<file path="src/rtl/swk_pkg.sv">
package swk_pkg;

    typedef enum logic [2:0] {
        ST_SLEEP,
        ST_SETTLE,
        ST_START,
        ST_WAIT,
        ST_EVAL
    } swk_state_t;

endpackage

</file>
<file path="src/rtl/swk_tick.sv">
module swk_tick #(
    parameter int PERIOD_W = 16
) (
    input  logic                clk,
    input  logic                rst_n,
    input  logic [PERIOD_W-1:0] period,
    output logic                tick
);

    localparam logic [PERIOD_W-1:0] ONE = PERIOD_W'(1);

    logic [PERIOD_W-1:0] cnt;

    always_comb begin
        tick = (period <= ONE) || (cnt >= period - ONE);
    end

    always_ff @(posedge clk) begin
        if (!rst_n) begin
            cnt <= '0;
        end else if (tick) begin
            cnt <= '0;
        end else begin
            cnt <= cnt + ONE;
        end
    end

    // A period above one never yields ticks on consecutive cycles.
    assert_tick_spacing_R2: assert property (@(posedge clk) disable iff (!rst_n)
        (tick && period > ONE && $stable(period)) |=> !tick);

endmodule

</file>
<file path="src/rtl/swk_delta.sv">
module swk_delta #(
    parameter int DATA_W = 10
) (
    input  logic [DATA_W-1:0] sample,
    input  logic [DATA_W-1:0] ref_val,
    input  logic [DATA_W-1:0] thresh,
    output logic [DATA_W-1:0] delta,
    output logic              over
);

    always_comb begin
        if (sample >= ref_val) begin
            delta = sample - ref_val;
        end else begin
            delta = ref_val - sample;
        end
        over = delta > thresh;
    end

endmodule

</file>
<file path="src/rtl/swk_seq.sv">
module swk_seq
    import swk_pkg::*;
#(
    parameter int DATA_W   = 10,
    parameter int SETTLE_W = 8
) (
    input  logic                clk,
    input  logic                rst_n,
    input  logic                tick,
    input  logic [SETTLE_W-1:0] cfg_settle,
    input  logic                conv_done,
    input  logic [DATA_W-1:0]   conv_data,
    input  logic                over,
    output logic                conv_en,
    output logic                conv_start,
    output logic                wake_pulse,
    output logic [DATA_W-1:0]   sample_q,
    output logic [DATA_W-1:0]   ref_q
);

    swk_state_t          state;
    swk_state_t          state_nx;
    logic [SETTLE_W-1:0] settle_cnt;
    logic                primed;
    logic                eval;

    // next-state logic
    always_comb begin
        state_nx = state;
        unique case (state)
            ST_SLEEP:  if (tick) state_nx = ST_SETTLE;
            ST_SETTLE: if (settle_cnt >= cfg_settle) state_nx = ST_START;
            ST_START:  state_nx = ST_WAIT;
            ST_WAIT:   if (conv_done) state_nx = ST_EVAL;
            ST_EVAL:   state_nx = ST_SLEEP;
            default:   state_nx = ST_SLEEP;
        endcase
    end

    // state register
    always_ff @(posedge clk) begin
        if (!rst_n) begin
            state <= ST_SLEEP;
        end else begin
            state <= state_nx;
        end
    end

    // Moore outputs
    always_comb begin
        conv_en    = 1'b0;
        conv_start = 1'b0;
        eval       = 1'b0;
        unique case (state)
            ST_SLEEP:  ;
            ST_SETTLE: conv_en = 1'b1;
            ST_START: begin
                conv_en    = 1'b1;
                conv_start = 1'b1;
            end
            ST_WAIT:   conv_en = 1'b1;
            ST_EVAL:   eval = 1'b1;
            default:   ;
        endcase
        wake_pulse = eval && primed && over;
    end

    // settle counter, sample capture and reference
    always_ff @(posedge clk) begin
        if (!rst_n) begin
            settle_cnt <= '0;
            sample_q   <= '0;
            ref_q      <= '0;
            primed     <= 1'b0;
        end else begin
            if (state == ST_SETTLE) begin
                settle_cnt <= settle_cnt + SETTLE_W'(1);
            end else begin
                settle_cnt <= '0;
            end
            if (state == ST_WAIT && conv_done) begin
                sample_q <= conv_data;
            end
            if (eval) begin
                if (!primed) begin
                    ref_q  <= sample_q;
                    primed <= 1'b1;
                end else if (over) begin
                    ref_q <= sample_q;
                end
            end
        end
    end

    assert_sleep_exit_R2: assert property (@(posedge clk) disable iff (!rst_n)
        (state == ST_SLEEP && !tick) |=> state == ST_SLEEP);

    assert_start_single_R3: assert property (@(posedge clk) disable iff (!rst_n)
        conv_start |=> (!conv_start && conv_en));

    assert_done_ignored_R4: assert property (@(posedge clk) disable iff (!rst_n)
        !(state == ST_WAIT && conv_done) |=> $stable(sample_q));

    assert_first_no_wake_R6: assert property (@(posedge clk) disable iff (!rst_n)
        !primed |-> !wake_pulse);

    assert_ref_follow_R8: assert property (@(posedge clk) disable iff (!rst_n)
        (wake_pulse || (eval && !primed)) |=> ref_q == $past(sample_q));

    assert_ref_hold_R8: assert property (@(posedge clk) disable iff (!rst_n)
        (primed && !wake_pulse) |=> $stable(ref_q));

    assert_wake_single_R9: assert property (@(posedge clk) disable iff (!rst_n)
        wake_pulse |=> (!wake_pulse && !conv_en && state == ST_SLEEP));

endmodule

</file>
<file path="src/rtl/sample_wake_ctrl.sv">
module sample_wake_ctrl #(
    parameter int DATA_W   = 10,
    parameter int PERIOD_W = 16,
    parameter int SETTLE_W = 8
) (
    input  logic                clk,
    input  logic                rst_n,
    input  logic [PERIOD_W-1:0] cfg_period,
    input  logic [DATA_W-1:0]   cfg_thresh,
    input  logic [SETTLE_W-1:0] cfg_settle,
    output logic                conv_en,
    output logic                conv_start,
    input  logic                conv_done,
    input  logic [DATA_W-1:0]   conv_data,
    output logic                wake_pulse,
    output logic [DATA_W-1:0]   last_sample
);

    logic              tick;
    logic              over;
    logic [DATA_W-1:0] delta;
    logic [DATA_W-1:0] sample_q;
    logic [DATA_W-1:0] ref_q;

    swk_tick #(.PERIOD_W(PERIOD_W)) u_tick (
        .clk    (clk),
        .rst_n  (rst_n),
        .period (cfg_period),
        .tick   (tick)
    );

    swk_delta #(.DATA_W(DATA_W)) u_delta (
        .sample  (sample_q),
        .ref_val (ref_q),
        .thresh  (cfg_thresh),
        .delta   (delta),
        .over    (over)
    );

    swk_seq #(.DATA_W(DATA_W), .SETTLE_W(SETTLE_W)) u_seq (
        .clk        (clk),
        .rst_n      (rst_n),
        .tick       (tick),
        .cfg_settle (cfg_settle),
        .conv_done  (conv_done),
        .conv_data  (conv_data),
        .over       (over),
        .conv_en    (conv_en),
        .conv_start (conv_start),
        .wake_pulse (wake_pulse),
        .sample_q   (sample_q),
        .ref_q      (ref_q)
    );

    assign last_sample = sample_q;

    // A wake needs a change beyond the threshold between sample and reference.
    assert_wake_delta_R7: assert property (@(posedge clk) disable iff (!rst_n)
        wake_pulse |-> (delta > cfg_thresh && sample_q != ref_q));

    // Converter stays off while no tick has been seen since sleep.
    assert_enable_off_R2: assert property (@(posedge clk) disable iff (!rst_n)
        (!conv_en && !tick) |=> !conv_en);

endmodule

</file>
<file path="config.mk">
export PLATFORM = sky130hd
export DESIGN_NAME = sample_wake_ctrl
export DESIGN_NICKNAME = d
export VERILOG_FILES = /design/src/rtl/swk_pkg.sv /design/src/rtl/swk_tick.sv /design/src/rtl/swk_delta.sv /design/src/rtl/swk_seq.sv /design/src/rtl/sample_wake_ctrl.sv
export SDC_FILE = /design/constraint.sdc
export NUM_CORES = 1
export LEC_CHECK = 0
export BUFFER_PORTS_ARGS = -buffer_cell sky130_fd_sc_hd__clkbuf_2
export CAP_MARGIN = 20
export CORE_MARGIN = 3
export CORE_UTILIZATION = 40
export CTS_CLUSTER_SIZE = 28
export DETAILED_ROUTE_END_ITERATION = 10
export PLACE_DENSITY = 0.7
export SLEW_MARGIN = 20
export SYNTH_ARGS = -nofsm -noshare
export SYNTH_HDL_FRONTEND = slang
export SYNTH_SLANG_ARGS = --single-unit
</file>
<file path="constraint.sdc">
create_clock -name clk -period 3.7 [get_ports clk]
set_input_delay 0.185 -clock clk [delete_from_list [all_inputs] [get_ports clk]]
set_output_delay 0.185 -clock clk [all_outputs]
set_load 0.02 [all_outputs]
</file>
==> impl_results.md <==
- Outcome: finished, violations left
- Violations in the final reports: setup timing
- Setup violation total in the final timing report: 1
- Setup clock skew after layout: 0.004300 ns
- Area of all placed cells without fillers: 4826 um^2
- Number of cells in the design after placement: 693
- Global-route wire length before repair: 15.63 mm
- WP data required: 3.51 ns
- Proportion of power drawn by combinational gates: between 10% and 20%
- Number of different library cells in the post-synthesis netlist: between 50 and 60
- Fraction of layout instances using a drive strength above 1: 23.66%
- Starting utilization of the core area: 42.18%
- CTS tree: built
- Count of buffers inserted at the top-level ports: between 50 and 60
- Post-DP Area: between 4000 and 5000 um^2
- Startpoint of the most critical setup path: u_seq.sample_q[0]$_SDFFE_PN0P_
- Hold Startpoint: conv_data[2]
- Worst slew margin relative to its limit: between 50% and 60%
- Global placer's final weighted congestion: 0.8988
- Minimum setup slack in the final design: -0.2527 ns
- Number of max-cap violations: 0
- Peak fanout along the critical path: 4
- Post-Route WL: a little over 9 mm
- Final core utilization: 51.02%
- Pre-CTS setup slack: -0.07326 ns
- Worst ir drop on vdd: between 0.1 and 0.15 mV
- Clock-pin transition on the worst setup and hold timing paths: 0.09 ns
- Detailed Place HPWL: 7.265 mm
- Power per Cell Area: between 200 and 250 nW/um^2
- Horizontal die dimension: 105.9 um
- Final Cycle Share: 106.8%
- Count of routing violations after the opening detailed-route iteration: 146
- Worst hold path class: input port to flip-flop
- # clock sinks: 48
- H-tree depth reported by CTS: 2
- Global route total overflow: 0
- DRT Pass-1 Iters: 4
- Top post-synthesis cells by count: sky130_fd_sc_hd__ha_1 (57), sky130_fd_sc_hd__nand2_1 (50), sky130_fd_sc_hd__dfxtp_1 (48)
- Global router's overall resource usage: 16.43%
- Cell area after synthesis: ~4000 um^2
- Power share of the sequential group: a little under half
- CTS Buf Count: 5
- Critical register-to-register path endpoint: u_seq.ref_q[1]$_SDFFE_PN0P_
- Number of instances in the synthesized netlist: 501
- Antenna Nets Post-Route: 0
- CTS Root Buffer Type: sky130_fd_sc_hd__clkbuf_8
- Net count, final: 684
- Area of the die: roughly 11000 um^2
- Number of antenna violations at the first check in global routing: 0
- Top area cells in the synthesized netlist: sky130_fd_sc_hd__dfxtp_1 (24%), sky130_fd_sc_hd__ha_1 (18%), sky130_fd_sc_hd__nand2_1 (4.7%)
- Sw Ratio: between 20% and 30%
- Setup TNS after final layout: -0.2527 ns
- Core footprint: around 9500 um^2
- Part of the power in the clock network: 39.5%
- Category of the most critical setup path: flip-flop to output pin
- Final critical delay including setup and external delays: 3.953 ns
- Type of element capturing the critical path: output pin
- Die boundary height: between 100 and 150 um
- Startpoint kind of the worst setup timing path: flip-flop
- Unrepaired setup endpoints after global routing: true
- Routed len/inst: roughly 13 um
- Net load switching power: approximately 0.28 mW
- Total chip power: 1.157 mW
- Maximum number of pins on one net before global-route repair: roughly 40
- Final antenna diode count: 0
- Synth Warn #: 0
- Most repeated cell in the gate-level netlist after synthesis: sky130_fd_sc_hd__ha_1
- Via count of the first global-routing pass: 3590
- Endpoints failing hold: 0
- Maximum clock path buffer count: 2
- Routed via count: 3578
- Final hold slack: about 0.11 ns
- Power Internal: a little under 0.9 mW
- Number of instances on the worst hold path: 3
- Post-Layout Cell Count: around 700
- Placement Rows: 35
- Endpoint arrival time on the critical path: ~3.8 ns
- Syn_area_per_cell: 7.964 um^2
- Flop and latch count out of synthesis: 48
- Syn-to-layout area delta: 20.95%
- Share of the synthesized area in the top cell type: 24.08%
- Count of pins on the block boundary: 60
- Setup slack of the worst register-to-register path: 0.06 ns
- Library cell occupying the most area in the post-synthesis netlist: sky130_fd_sc_hd__dfxtp_1
- Transition time at the pin with the least slew margin: 0.7421 ns
- Post-cts hold buffer count: 0
- Worst Hold Path EP: u_seq.sample_q[2]$_SDFFE_PN0P_
- Number of flops mapped to enable cells by yosys: 0
- R2R cell count: 19
- Insertion delay to the later sink of the worst-skew pair: 0.30 ns
- Origin of the critical flop-to-flop path: u_seq.sample_q[0]$_SDFFE_PN0P_
- Final Max Tran Viols: 0
- Number of remaining DRC errors: 0
- Register area share after synthesis: 24.08%
- Most used flip-flop cell after synthesis: sky130_fd_sc_hd__dfxtp_1
- Achievable clock frequency: around 250 MHz
- Via density per instance: 5.054
- Post-synthesis async set-or-reset flop share: 0%
- Static leakage: ~2.1 nW
- Number of nets produced by synthesis: around 610
-- registers in the layout, summed over array words and instances, names as in the netlist --
register          count
u_seq.primed          1
u_seq.ref_q          10
u_seq.sample_q       10
u_seq.settle_cnt      8
u_seq.state           3
u_tick.cnt           16
-- cell usage in the layout (no fill, tap or decap), types with 4 or more instances in the layout --
cell type                  count
sky130_fd_sc_hd__and2_1        5
sky130_fd_sc_hd__nand2b_1      5
sky130_fd_sc_hd__nor3_1       18
sky130_fd_sc_hd__xor2_1       21
sky130_fd_sc_hd__a21oi_1      16
sky130_fd_sc_hd__nand4_1       9
sky130_fd_sc_hd__nand3b_1      4
sky130_fd_sc_hd__dfxtp_2       4
sky130_fd_sc_hd__nand2_1      50
sky130_fd_sc_hd__a21o_1        9
sky130_fd_sc_hd__o21a_1        4
sky130_fd_sc_hd__o21ai_0      15
sky130_fd_sc_hd__nor4_1        7
sky130_fd_sc_hd__a21boi_0     11
sky130_fd_sc_hd__ha_1         55
sky130_fd_sc_hd__or3_1         6
sky130_fd_sc_hd__xnor2_1      20
sky130_fd_sc_hd__clkbuf_2     58
sky130_fd_sc_hd__a21oi_2      10
sky130_fd_sc_hd__dfxtp_1      44
sky130_fd_sc_hd__nor2b_1       6
sky130_fd_sc_hd__inv_1        43
sky130_fd_sc_hd__buf_4        23
sky130_fd_sc_hd__clkbuf_8      5
sky130_fd_sc_hd__o211ai_1      5
sky130_fd_sc_hd__nor2_1       37
sky130_fd_sc_hd__nand3_1      28
-- kinds of logic after synthesis --
logic type                 share of synthesized area [%]
DFF                                                24.08
xor gates and xnor gates                           9.000
muxes                                              1.286
adders and majority gates                          18.88
and+or+nand+nor                                    25.21
AOI/OAI and AO/OA                                  15.24
buffers and inverters                              6.303
-- metal layers --
layer  share of wire (%)  GRT usage (%)  vias up
li1                    -              -     1893
met1                  47          20.59     1620
met2                  49          29.74       63
met3                 3.5          2.266        2
met4                0.53          3.700        0
met5                   0              0        -
-- power by group through the flow --
stage	sequential [mW]	combinational [mW]	clock [mW]
final	0.531	0.169	0.456
after global routing	0.533	0.192	0.491
after floorplan	0.542	0.102	0
after detailed placement	0.543	0.160	0
after CTS	0.531	0.166	0.470
after global placement	0.543	0.154	0
-- layout make-up --
cell class                 count  area [um^2]
fill                         917         4633
multi-input combinational    392         2868
sequential                    48        965.9
timing repair buffer          85        520.5
inverter                      46        172.7
tap                          129        161.4
clock buffer                   5        68.82
clock inverter                 3        68.82
-- worst max path at each step --
stage                            end  slack [ns]  depth (start not counted)
after global routing      wake_pulse       -0.39                         17
after CTS                 wake_pulse       -0.24                         16
after floorplan           wake_pulse        0.03                         13
after global placement    wake_pulse      -0.004                         16
after detailed placement  wake_pulse       -0.07                         16
final                     wake_pulse       -0.25                         17
-- repair_timing --
| action | CTS | global route |
|---|---|---|
| setup endpoints to repair | 11 | 11 |
| resized for setup | 17 | 13 |
| buffers inserted | 5 | 2 |
| pin swaps | 13 | 13 |
-- worst max-delay path: stages, from the launching register on --
cell                      delay, ns
sky130_fd_sc_hd__dfxtp_2       0.34
sky130_fd_sc_hd__inv_2         0.06
sky130_fd_sc_hd__ha_4          0.13
sky130_fd_sc_hd__inv_2         0.03
sky130_fd_sc_hd__fa_2          0.34
sky130_fd_sc_hd__a21oi_2       0.14
sky130_fd_sc_hd__o21ai_2       0.09
sky130_fd_sc_hd__a311o_2       0.42
sky130_fd_sc_hd__nand2_4       0.11
sky130_fd_sc_hd__buf_6         0.13
sky130_fd_sc_hd__mux2i_2       0.23
sky130_fd_sc_hd__xor2_1        0.18
sky130_fd_sc_hd__ha_1          0.26
sky130_fd_sc_hd__nand4_1       0.14
sky130_fd_sc_hd__a21oi_2       0.06
sky130_fd_sc_hd__or4b_1        0.50
sky130_fd_sc_hd__and4_4        0.18
sky130_fd_sc_hd__buf_8         0.12
Note: power is estimated with default switching activity, not from simulation.
